## src/rtl/card_seq_pkg.sv

```systemverilog
`timescale 1ns/1ps
// Package: shared state encoding for the card power sequencer.
// Assumes: one sequencer per package user; encoding not decoded outside.
package card_seq_pkg;
    typedef enum logic [3:0] {
        ST_IDLE   = 4'd0,
        ST_WPWR   = 4'd1,
        ST_IO     = 4'd2,
        ST_CLK    = 4'd3,
        ST_RHOLD  = 4'd4,
        ST_ACTIVE = 4'd5,
        ST_DCLK   = 4'd6,
        ST_DIO    = 4'd7,
        ST_DPWR   = 4'd8
    } seq_state_t;

    // True for the power-down states, where a new fault changes nothing.
    function automatic logic is_down(seq_state_t s);
        return (s == ST_DCLK) || (s == ST_DIO) || (s == ST_DPWR);
    endfunction
endpackage

```

## src/rtl/tc_hold_reg.sv

```systemverilog
`timescale 1ns/1ps
// Module: tc_hold_reg
// Holds the reset-hold window in card clocks. Every write is clamped to
// [LO, HI]. Assumes LO <= RST_VAL <= HI and HI fits in TW bits.
module tc_hold_reg #(
    parameter int TW      = 16,
    parameter int LO      = 400,
    parameter int HI      = 40000,
    parameter int RST_VAL = 400
) (
    input  logic          clk,
    input  logic          rst_n,
    input  logic          wr,
    input  logic [TW-1:0] wdata,
    output logic [TW-1:0] value
);
    localparam logic [TW-1:0] LoV = TW'(LO);
    localparam logic [TW-1:0] HiV = TW'(HI);
    localparam logic [TW-1:0] RsV = TW'(RST_VAL);

    logic [TW-1:0] clamped;

    // Limit the written value into the legal window.
    always_comb begin
        if (wdata < LoV)      clamped = LoV;
        else if (wdata > HiV) clamped = HiV;
        else                  clamped = wdata;
    end

    // Store the clamped value on a write strobe.
    always_ff @(posedge clk) begin
        if (!rst_n)  value <= RsV;
        else if (wr) value <= clamped;
    end
endmodule

```

## src/rtl/seq_delay_timer.sv

```systemverilog
`timescale 1ns/1ps
// Module: seq_delay_timer
// Down-counter for phase delays. A load of N-1 makes `zero` visible at the
// N-th edge after the load edge. The counter stops at zero.
module seq_delay_timer #(
    parameter int CW = 16
) (
    input  logic          clk,
    input  logic          rst_n,
    input  logic          load,
    input  logic [CW-1:0] load_val,
    output logic          zero
);
    logic [CW-1:0] cnt;

    // Load, or count down towards zero.
    always_ff @(posedge clk) begin
        if (!rst_n)             cnt <= '0;
        else if (load)          cnt <= load_val;
        else if (cnt != '0)     cnt <= cnt - CW'(1);
    end

    assign zero = (cnt == '0);
endmodule

```

## src/rtl/seq_ctrl_fsm.sv

```systemverilog
`timescale 1ns/1ps
// Module: seq_ctrl_fsm
// Orders power-up (supply, I/O, clock, timed reset release) and power-down
// (reset, clock, I/O, supply). A fault has priority over any other step.
// Assumes tc >= 1 and TA >= 1. All outputs are registered.
module seq_ctrl_fsm
    import card_seq_pkg::*;
#(
    parameter int TW = 16,
    parameter int CW = 16,
    parameter int TA = 200
) (
    input  logic          clk,
    input  logic          rst_n,
    input  logic          start,
    input  logic          supply_ok,
    input  logic          fault,
    input  logic [TW-1:0] tc,
    input  logic          tmr_zero,
    output logic          tmr_load,
    output logic [CW-1:0] tmr_val,
    output logic          pwr_en,
    output logic          io_en,
    output logic          clk_en,
    output logic          rst_o,
    output logic          busy,
    output logic          done
);
    localparam logic [CW-1:0] TaM1 = CW'(TA - 1);

    seq_state_t st;
    logic       abort;

    assign abort = fault && (st != ST_IDLE) && !is_down(st);

    // Choose the timer reload for the next timed phase.
    always_comb begin
        tmr_load = 1'b0;
        tmr_val  = TaM1;
        if (st == ST_IO) begin
            tmr_load = 1'b1;
        end else if (st == ST_CLK && tmr_zero) begin
            tmr_load = 1'b1;
            tmr_val  = CW'(tc - TW'(1));
        end
    end

    // Step the sequence and register the card-side controls.
    always_ff @(posedge clk) begin
        if (!rst_n) begin
            st     <= ST_IDLE;
            pwr_en <= 1'b0;
            io_en  <= 1'b0;
            clk_en <= 1'b0;
            rst_o  <= 1'b0;
            busy   <= 1'b0;
            done   <= 1'b0;
        end else begin
            done <= 1'b0;
            if (abort) begin
                rst_o <= 1'b0;
                busy  <= 1'b1;
                st    <= ST_DCLK;
            end else begin
                case (st)
                    ST_IDLE: if (start) begin
                        pwr_en <= 1'b1;
                        busy   <= 1'b1;
                        st     <= ST_WPWR;
                    end
                    ST_WPWR: if (supply_ok) begin
                        io_en <= 1'b1;
                        st    <= ST_IO;
                    end
                    ST_IO: begin
                        clk_en <= 1'b1;
                        st     <= ST_CLK;
                    end
                    ST_CLK: if (tmr_zero) st <= ST_RHOLD;
                    ST_RHOLD: if (tmr_zero) begin
                        rst_o <= 1'b1;
                        done  <= 1'b1;
                        busy  <= 1'b0;
                        st    <= ST_ACTIVE;
                    end
                    ST_ACTIVE: st <= ST_ACTIVE;
                    ST_DCLK: begin
                        clk_en <= 1'b0;
                        st     <= ST_DIO;
                    end
                    ST_DIO: begin
                        io_en <= 1'b0;
                        st    <= ST_DPWR;
                    end
                    ST_DPWR: begin
                        pwr_en <= 1'b0;
                        busy   <= 1'b0;
                        st     <= ST_IDLE;
                    end
                    default: st <= ST_IDLE;
                endcase
            end
        end
    end
endmodule

```

## src/rtl/card_act_seq.sv

```systemverilog
`timescale 1ns/1ps
// Module: card_act_seq (top)
// Contact card power sequencer. It joins the clamped reset-hold register,
// the phase timer and the control FSM. Runs entirely on the card clock.
// Assumes TC_MIN >= 1 and TC_MAX < 2**TW.
module card_act_seq #(
    parameter int TW      = 16,
    parameter int TA_CYC  = 200,
    parameter int TC_MIN  = 400,
    parameter int TC_MAX  = 40000,
    parameter int TC_INIT = 400
) (
    input  logic          clk,
    input  logic          rst_n,
    input  logic          start,
    input  logic          supply_ok,
    input  logic          fault,
    input  logic          tc_wr,
    input  logic [TW-1:0] tc_wdata,
    output logic          card_pwr_en,
    output logic          card_io_en,
    output logic          card_clk_en,
    output logic          card_rst,
    output logic          busy,
    output logic          done
);
    localparam int MaxDly = (TC_MAX > TA_CYC) ? TC_MAX : TA_CYC;
    localparam int CW     = $clog2(MaxDly + 1);

    logic [TW-1:0] tc_val;
    logic          tmr_load;
    logic [CW-1:0] tmr_val;
    logic          tmr_zero;

    tc_hold_reg #(
        .TW(TW), .LO(TC_MIN), .HI(TC_MAX), .RST_VAL(TC_INIT)
    ) u_tc (
        .clk(clk), .rst_n(rst_n), .wr(tc_wr), .wdata(tc_wdata), .value(tc_val)
    );

    seq_delay_timer #(.CW(CW)) u_tmr (
        .clk(clk), .rst_n(rst_n), .load(tmr_load), .load_val(tmr_val),
        .zero(tmr_zero)
    );

    seq_ctrl_fsm #(.TW(TW), .CW(CW), .TA(TA_CYC)) u_fsm (
        .clk(clk), .rst_n(rst_n), .start(start), .supply_ok(supply_ok),
        .fault(fault), .tc(tc_val), .tmr_zero(tmr_zero),
        .tmr_load(tmr_load), .tmr_val(tmr_val),
        .pwr_en(card_pwr_en), .io_en(card_io_en), .clk_en(card_clk_en),
        .rst_o(card_rst), .busy(busy), .done(done)
    );
endmodule

```

## config.mk

```make
export PLATFORM = sky130hd
export DESIGN_NAME = card_act_seq
export DESIGN_NICKNAME = d
export VERILOG_FILES = /design/src/rtl/card_seq_pkg.sv /design/src/rtl/tc_hold_reg.sv /design/src/rtl/seq_delay_timer.sv /design/src/rtl/seq_ctrl_fsm.sv /design/src/rtl/card_act_seq.sv
export SDC_FILE = /design/constraint.sdc
export NUM_CORES = 1
export LEC_CHECK = 0
export BUFFER_PORTS_ARGS = -buffer_cell sky130_fd_sc_hd__buf_2
export CAP_MARGIN = 20
export CORE_MARGIN = 2
export CORE_UTILIZATION = 25
export CTS_CLUSTER_SIZE = 16
export DETAILED_ROUTE_END_ITERATION = 10
export PLACE_DENSITY = 0.44
export SYNTH_ARGS = -nofsm -noshare
export SYNTH_HDL_FRONTEND = slang
export SYNTH_SLANG_ARGS = --single-unit
```

## constraint.sdc

```tcl
create_clock -name clk -period 4.6 [get_ports clk]
set_clock_uncertainty 0.2 [all_clocks]
set_input_delay 0.46 -clock clk [delete_from_list [all_inputs] [get_ports clk]]
set_output_delay 0.46 -clock clk [all_outputs]
set_load 0.02 [all_outputs]
```

==> results of run 1 <==
critical path, delay by kind of cell, from the launching register on:
kind | cells | cell delay (ns)
DFF | 1 | 0.37
and+or+nand+nor | 2 | 1.34
AOI/OAI and AO/OA | 3 | 0.76
cells by family after synthesis:
| kind of cell | Yosys count | share of synthesized area [%] |
|---|---|---|
| simple gates | 135 | 29.1 |
| compound gates | 87 | 23.5 |
| flops | 42 | 32.5 |
| buf+inv | 27 | 4.83 |
| xor+xnor | 23 | 7.78 |
| fa+ha+maj | 3 | 1.45 |
| mux | 2 | 0.821 |
Yosys cell counts (all sizes together) (2+ instances only):
cell	count
o21a	5
nor2	25
a2111oi	2
buf	7
o21ai	12
nand4b	2
and3	2
inv	13
xor2	7
a221oi	2
a22oi	4
nand3	5
nor3	17
nor2b	5
nor4	10
dfxtp	42
a21o	3
a31oi	5
nand4	9
nand2	45
or3	3
o32ai	2
a21oi	32
nand3b	2
clkbuf	6
a211oi	6
ha	3
nor3b	2
xnor2	16
where the power goes:
group          leakage, nW  switching (mW)  internal, mW
combinational        0.685           0.485         0.349
sequential           0.345           0.138         0.453
clock               0.0438           0.134         0.102
routing by layer:
| layer | vias to the layer above | part of all wire (%) |
|---|---|---|
| met5 | - | 0 |
| met4 | 0 | 1.3 |
| met3 | 7 | 3.5 |
| met2 | 43 | 46 |
| met1 | 1083 | 50 |
| li1 | 1217 | - |
through the flow:
stage,hold slack (ns),setup WS [ns]
2_1_floorplan,0.276,2.35
3_3_place_gp,0.257,1.87
3_5_place_dp,0.250,1.79
4_1_cts,0.228,1.78
5_1_grt,0.236,1.48
6_report,0.244,1.83
final timing paths:
check / from / endpoint / cells after the start / slack (ns)
max: u_tmr.cnt[2] / u_tmr.cnt[6] / 5 / 1.83
min: start / u_fsm.pwr_en / 3 / 0.24
max reg2reg: u_tmr.cnt[2] / u_tmr.cnt[6] / 5 / 1.83
min reg2reg: u_fsm.pwr_en / u_fsm.pwr_en / 2 / 0.27
cell type report:
class                   count  area (sq um)  share of cell area [%]
flip-flops and latches     42           841                    29.0
repair buffers             27           135                    4.66
clock buffers               5          68.8                    2.37
clock inverters             2          10.0                   0.345
multi-input cells         250          1620                    56.0
inverters                  14          52.6                    1.81
well taps                 136           170                    5.86
==> qor.yml, run 1 <==
detailed_routing:
  drtPass1Iterations: 4
  remaining_drc_errors: 0
  ant_nets: 0
  vias_per_cell: 4.94
  drt_iter0_drc: 130
  finalWirelength_mm: 7.05
  vias: 2350
  wire_per_inst_um: 14.8
floorplanning:
  core_sq_um: 10200
  die_h_um: 106
  row_count: 37
  ios: 28
  die-area_sq_um: 11200
  start_util_pct: 25.4
  die_x_um: 106
outcome:
  status: "finished clean"
synth:
  synth_edf_count: 0
  synth_top_area_share_pct: 32.5
  synth-main-ff-cell: "dfxtp_1"
  yosys.area.top_type: "dfxtp_1"
  synth_nets: 344
  synth_cells: 319
  synth_area_leaders: "dfxtp_1 32%, nand2_1 6.5%, a21oi_1 6.0%"
  syn_area_per_cell_sq_um: 8.12
  ys_ff_latch: 42
  ys_warn_count: 0
  synth_cell_types: 68
  yosysSeqAreaShare_pct: 32.5
  synthArstFlopShare_pct: 0
  netlist_area_sq_um: 2590
layout:
  final_common_cell: "nand2_1"
  final_cell_mix: "45 x nand2_1, 42 x dfxtp_1, 31 x a21oi_1, 27 x buf_2, 24 x nor2_1"
  reg.largest.list: "u_tc.value: 16 flops, u_tmr.cnt: 16 flops, u_fsm.st: 4 flops"
  drive_gt1_share_pct: 15.6
  synthToLayoutAreaGrowth_pct: 12.0
  final_area_sq_um: 2900
  final_nets: 365
  num-fill-cells: 1151
  num_antenna_cells: 0
  final-instance-count-excl-fill: 476
  final_util_pct: 28.5
grt:
  antenna_found_initial: 0
  use_met1_pct: 17.6
  met3_usage_pct: 2.66
  grt_pass1_wl_mm: 11.7
  grt_pass1_vias: 2329
  grt_usage_pct: 13.2
  grt_max_degree: 19
  overflow: 0
  top_usage_layer: "met2"
  grt_util_met2_pct: 21.4
power:
  finalPower_mw: 1.66
  powerDensity_nw_per_um2: 573
  peakVddDrop_mv: 0.154
  leakage_nw: 1.07
clock_tree:
  postCtsSetupBuffers: 0
  numCtsBuffers: 5
  cts.htree.levels: 2
  cts.clk_slew.worst_paths_ns: 0.08
  insertion_delay_ns: 0.30
  cts_tree: "done"
  clockBufferDepth: 2
  root_buffer: "clkbuf_8"
  clock_sinks: 42
  cts_hold_buf: 0
  post_cts_resized: 0
placed_design:
  portBuffers: 27
  place.gp.congestion: 0.778
  placedCellCount: 469
  dpl.hpwl_mm: 5.28
  postPlaceCellArea_sq_um: 2820
critical_path:
  cp-end-kind: "register"
  cpMostUsedCell: "a21oi_1"
  crit_fanout: 14
  crit_type: "register to register"
  required_ns: 4.60
  cp.arrival_ns: 2.77
  crit_chain: "nor4_4 > nand4_1 > a21oi_1 > a21oi_1 > a211oi_1"
  critPathSlowestCell: "nand4_1"
  cp-start-kind: "register"
  critical-path-max-stage-delay_ns: 0.68
timing:
  rsz0062_at_grt: "no"
  setup_tns_ns: 0
  fmax_mhz: 361
  slew-limit-headroom_pct: 38.5
  fin_crit_ns: 2.77
  setup_violations: 0
  finalCritPeriodShare_pct: 60.2
  hold_viol: 0
  maxSlewViolCount: 0
  worst_pin_slew_ns: 0.919
min_path:
  hold_path.class: "input port to register"
flow_run:
  drv_cap: 0
Note: power is estimated with default switching activity, not from simulation.
==> run 2, diff against run 1 <==
Clock period 4.6 ns to 2.8 ns, I/O delays scaled along.
==> qor.yml, run 2 (synthesis results as in run 1) <==
placed_design:
  dpl.hpwl_mm: 5.57
  placedCellCount: 478
  portBuffers: 27
  place.gp.congestion: 0.821
timing:
  fin_crit_ns: 2.44
  hold_viol: 0
  setup_violations: 0
  rsz0062_at_grt: "no"
  fmax_mhz: 410
  worst_pin_slew_ns: 0.633
  finalCritPeriodShare_pct: 87.0
  slew-limit-headroom_pct: 57.6
  setup_tns_ns: 0
  maxSlewViolCount: 0
layout:
  multiInputGateArea_sq_um: 1620
  final-instance-count-excl-fill: 486
  reg.largest.list: "u_tc.value: 16 flops, u_tmr.cnt: 16 flops, u_fsm.st: 4 flops"
  final_cell_mix: "45 x nand2_1, 42 x dfxtp_1, 31 x a21oi_1, 27 x buf_2, 24 x nor2_1"
  final_common_cell: "nand2_1"
  final_nets: 374
  drive_gt1_share_pct: 18.0
  synthToLayoutAreaGrowth_pct: 15.3
  num-fill-cells: 1170
  register_area_sq_um: 841
  num_antenna_cells: 0
clock_tree:
  root_buffer: "clkbuf_8"
  cts_hold_buf: 0
  cts.clk_slew.worst_paths_ns: 0.08
  clockBufferDepth: 2
  clock_sinks: 42
  insertion_delay_ns: 0.30
  cts_tree: "done"
  post_cts_resized: 0
  cts.htree.levels: 2
  postCtsSetupBuffers: 0
  numCtsBuffers: 5
detailed_routing:
  vias: 2429
  finalWirelength_mm: 7.15
  remaining_drc_errors: 0
  vias_per_cell: 5.00
  drt_iter0_drc: 128
  wire_per_inst_um: 14.7
  drtPass1Iterations: 4
  ant_nets: 0
grt:
  antenna_found_initial: 0
  grt_pass1_wl_mm: 12.0
  overflow: 0
  grt_max_degree: 15
  grt_pass1_vias: 2384
  grt_usage_pct: 13.4
critical_path:
  crit_type: "register to register"
  cp-start-kind: "register"
  r2r_cells: 7
  r2r_start: "u_tmr.cnt[0]"
  reg2reg_to: "u_fsm.st[2]"
  cp.arrival_ns: 2.42
  reg2reg_slack_ns: 0.36
  crit_fanout: 8
  required_ns: 2.78
  cp-end-kind: "register"
floorplanning:
  core_sq_um: 10200
  die_x_um: 106
  die_h_um: 106
  row_count: 37
  die-area_sq_um: 11200
  ios: 28
  start_util_pct: 25.4
flow_run:
  drv_cap: 0
min_path:
  min_to: "u_fsm.pwr_en"
  min_path_cells: 3
  min-delay-start: "start"
  hold_path.class: "input port to register"
outcome:
  status: "finished clean"
power:
  leakage_nw: 1.12
  powerDensity_nw_per_um2: 962
  peakVddDrop_mv: 0.269
==> run 2: worst max path at each step <==
stage | endpoint | cells after the start | start | slack [ns]
3_3_place_gp | u_fsm.st[2] | 7 | u_tmr.cnt[0] | 0.46
5_1_grt | u_tmr.cnt[10] | 7 | u_tmr.cnt[0] | 0.22
6_report | u_fsm.st[2] | 7 | u_tmr.cnt[0] | 0.36
3_5_place_dp | u_fsm.st[2] | 7 | u_tmr.cnt[0] | 0.37
4_1_cts | u_fsm.st[2] | 7 | u_tmr.cnt[0] | 0.36
2_1_floorplan | u_fsm.st[2] | 8 | u_tmr.cnt[0] | 0.55
==> run 2: through the flow <==
stage | power, mW | setup slack, ns | hold WS, ns | area (sq um) | util, %
finish | 2.87 | 0.363 | 0.0431 | 2990 | 29.3
global route | 3.11 | 0.223 | 0.0775 | 2990 | 29.3
CTS | 2.88 | 0.365 | 0.0332 | 2990 | 29.3
detailed placement | 2.45 | 0.369 | 0.260 | 2890 | 28.4
global placement | 2.45 | 0.456 | 0.257 | 2890 | 28.4
floorplan | 2.09 | 0.553 | 0.221 | 2590 | -
==> run 2: layer usage <==
| metal | wire, um | global-route usage (%) | vias to the layer above |
|---|---|---|---|
| li1 | - | - | 1226 |
| met2 | 3280 | 21.2 | 46 |
| met1 | 3580 | 18.7 | 1153 |
| met4 | 58 | 3.76 | 0 |
| met5 | 0 | 0 | - |
| met3 | 230 | 2.23 | 4 |
==> run 2: power by group <==
| group | total, mW | internal, mW | switching (mW) |
|---|---|---|---|
| Clock | 0.420 | 0.199 | 0.221 |
| Sequential | 0.927 | 0.744 | 0.183 |
| Combinational | 1.53 | 0.635 | 0.891 |
| Total | 2.87 | 1.58 | 1.30 |
==> run 2: final cells by class <==
cell class | instances | area share, %
multi-input combinational | 250 | 54.4
sequential | 42 | 28.2
timing repair buffer | 36 | 6.79
tap | 136 | 5.70
clock buffer | 6 | 2.77
inverter | 14 | 1.76
clock inverter | 2 | 0.419
==> run 2: critical path: stages (launching register included) <==
cell	delay, ns
dfxtp_1	0.41
inv_1	0.10
ha_1	0.23
nor3b_1	0.17
and4_1	0.35
a2111oi_4	0.43
a311oi_1	0.07
or3_1	0.37
==> run 3, diff against run 2 <==
Settings changed: BUFFER_PORTS_ARGS -buffer_cell sky130_fd_sc_hd__buf_2 to -buffer_cell sky130_fd_sc_hd__buf_4, CORE_UTILIZATION 25 to 59, PLACE_DENSITY 0.44 to 0.83.
==> qor.yml, run 3 (synthesis results as in run 1) <==
placed_design:
  place.gp.congestion: 0.899
  portBuffers: 27
  preCtsSetupSlack_ns: 0.381
  dpl.hpwl_mm: 4.76
  postPlaceCellArea_sq_um: 2820
clock_tree:
  cts.clk_slew.worst_paths_ns: 0.08
  cts.htree.levels: 2
  cts_hold_buf: 0
  cts_tree: "done"
  postCtsSetupBuffers: 0
  insertion_delay_ns: 0.30
  clock_sinks: 42
  root_buffer: "clkbuf_8"
  post_cts_resized: 0
  numCtsBuffers: 5
  clockBufferDepth: 2
timing:
  layout_setup_ws_ns: 0.364
  maxSlewViolCount: 0
  setup_violations: 0
  slew-limit-headroom_pct: 61.3
  fmax_mhz: 410
  fin_crit_ns: 2.44
  finalCritPeriodShare_pct: 87.0
  hold_viol: 0
  rsz0062_at_grt: "no"
  setup_tns_ns: 0
  worst_pin_slew_ns: 0.577
critical_path:
  crit_buf_inv: 1
  critPathSlowestCell: "a2111oi_4"
  cp-end-kind: "register"
  reg2reg_to: "u_fsm.st[2]"
  required_ns: 2.79
  r2r_start: "u_tmr.cnt[0]"
  r2r_cells: 7
  cp.depth: 7
  crit_fanout: 8
  cp-start-kind: "register"
  critical_path.startpoint: "u_tmr.cnt[0]"
  critical-path-max-stage-delay_ns: 0.43
  crit_family: "simple AND/OR/NAND/NOR gates"
  crit_chain: "inv_1 > ha_1 > nor3b_1 > and4_1 > a2111oi_4 > a311oi_1 > or3_1"
  crit_end: "u_fsm.st[2]"
  cp.arrival_ns: 2.43
  reg2reg_slack_ns: 0.36
  crit_type: "register to register"
floorplanning:
  ios: 28
  die_x_um: 70.3
  row_count: 24
  core_sq_um: 4290
  die-area_sq_um: 4940
  die_h_um: 70.3
  start_util_pct: 60.3
power:
  finalPower_mw: 2.89
  leakage_nw: 1.13
  powerDensity_nw_per_um2: 987
  peakVddDrop_mv: 0.615
detailed_routing:
  vias_per_cell: 6.22
  drtPass1Iterations: 5
  ant_nets: 0
  remaining_drc_errors: 0
  wire_per_inst_um: 15.8
  finalWirelength_mm: 6.26
  drt_iter0_drc: 179
  vias: 2471
grt:
  grt_pass1_wl_mm: 10.5
  antenna_found_initial: 0
  grt_max_degree: 16
  grt_usage_pct: 26.2
  overflow: 0
  grt_pass1_vias: 2255
layout:
  register_area_sq_um: 841
  synthToLayoutAreaGrowth_pct: 12.9
  multiInputGateArea_sq_um: 1620
  final_nets: 369
  final_cell_mix: "45 x nand2_1, 42 x dfxtp_1, 31 x a21oi_1, 31 x buf_4, 24 x nor2_1"
  num-fill-cells: 364
  final_common_cell: "nand2_1"
  num_antenna_cells: 0
  reg.largest.list: "u_tc.value: 16 flops, u_tmr.cnt: 16 flops, u_fsm.st: 4 flops"
  final_area_sq_um: 2920
  drive_gt1_share_pct: 16.8
flow_run:
  drv_cap: 0
outcome:
  status: "finished clean"
min_path:
  hold_path.class: "input port to register"
run 3: worst min-delay path by stage:
stage | start | end | slack [ns] | depth (start not counted)
CTS | start | u_fsm.pwr_en | 0.04 | 3
floorplan | start | u_fsm.pwr_en | 0.22 | 2
finish | start | u_fsm.pwr_en | 0.04 | 3
detailed placement | u_fsm.pwr_en | u_fsm.pwr_en | 0.27 | 2
global route | tc_wdata[15] | u_tc.value[15] | 0.05 | 3
global placement | u_fsm.pwr_en | u_fsm.pwr_en | 0.26 | 2
run 3: tightest hold or removal path, stage by stage:
cell     delay (ns)
buf_4          0.10
a21oi_1        0.05
nor2_1         0.07
run 3: power by group:
part | internal, mW | leakage (nW) | switching (mW)
clock | 0.262 | 0.0579 | 0.211
combinational | 0.619 | 0.722 | 0.821
sequential | 0.744 | 0.345 | 0.228
total | 1.63 | 1.13 | 1.26
run 3: area by class of cell:
class	instances	share of cell area (%)
inverter	14	1.80
tap	52	2.23
clock inverter	3	1.37
multi-input combinational	250	55.5
timing repair buffer	31	7.96
clock buffer	5	2.35
sequential	42	28.8
run 3: per-layer routing:
| metal | global-route usage, % | vias to the layer above | wire, um |
|---|---|---|---|
| met5 | 0 | - | 0 |
| met4 | 7.48 | 0 | 105 |
| met3 | 4.91 | 13 | 395 |
| met2 | 43.7 | 99 | 2980 |
| met1 | 34.6 | 1145 | 2780 |
| li1 | - | 1214 | - |
run 3: per-stage QoR:
stage / hold WS [ns] / cells / util (%)
after detailed placement: 0.267 / 389 / 65.6
after global placement: 0.258 / 389 / 65.6
after floorplan: 0.221 / 319 / -
after global routing: 0.0454 / 397 / 68.1
after CTS: 0.0402 / 397 / 68.1
final: 0.0362 / 397 / 68.1
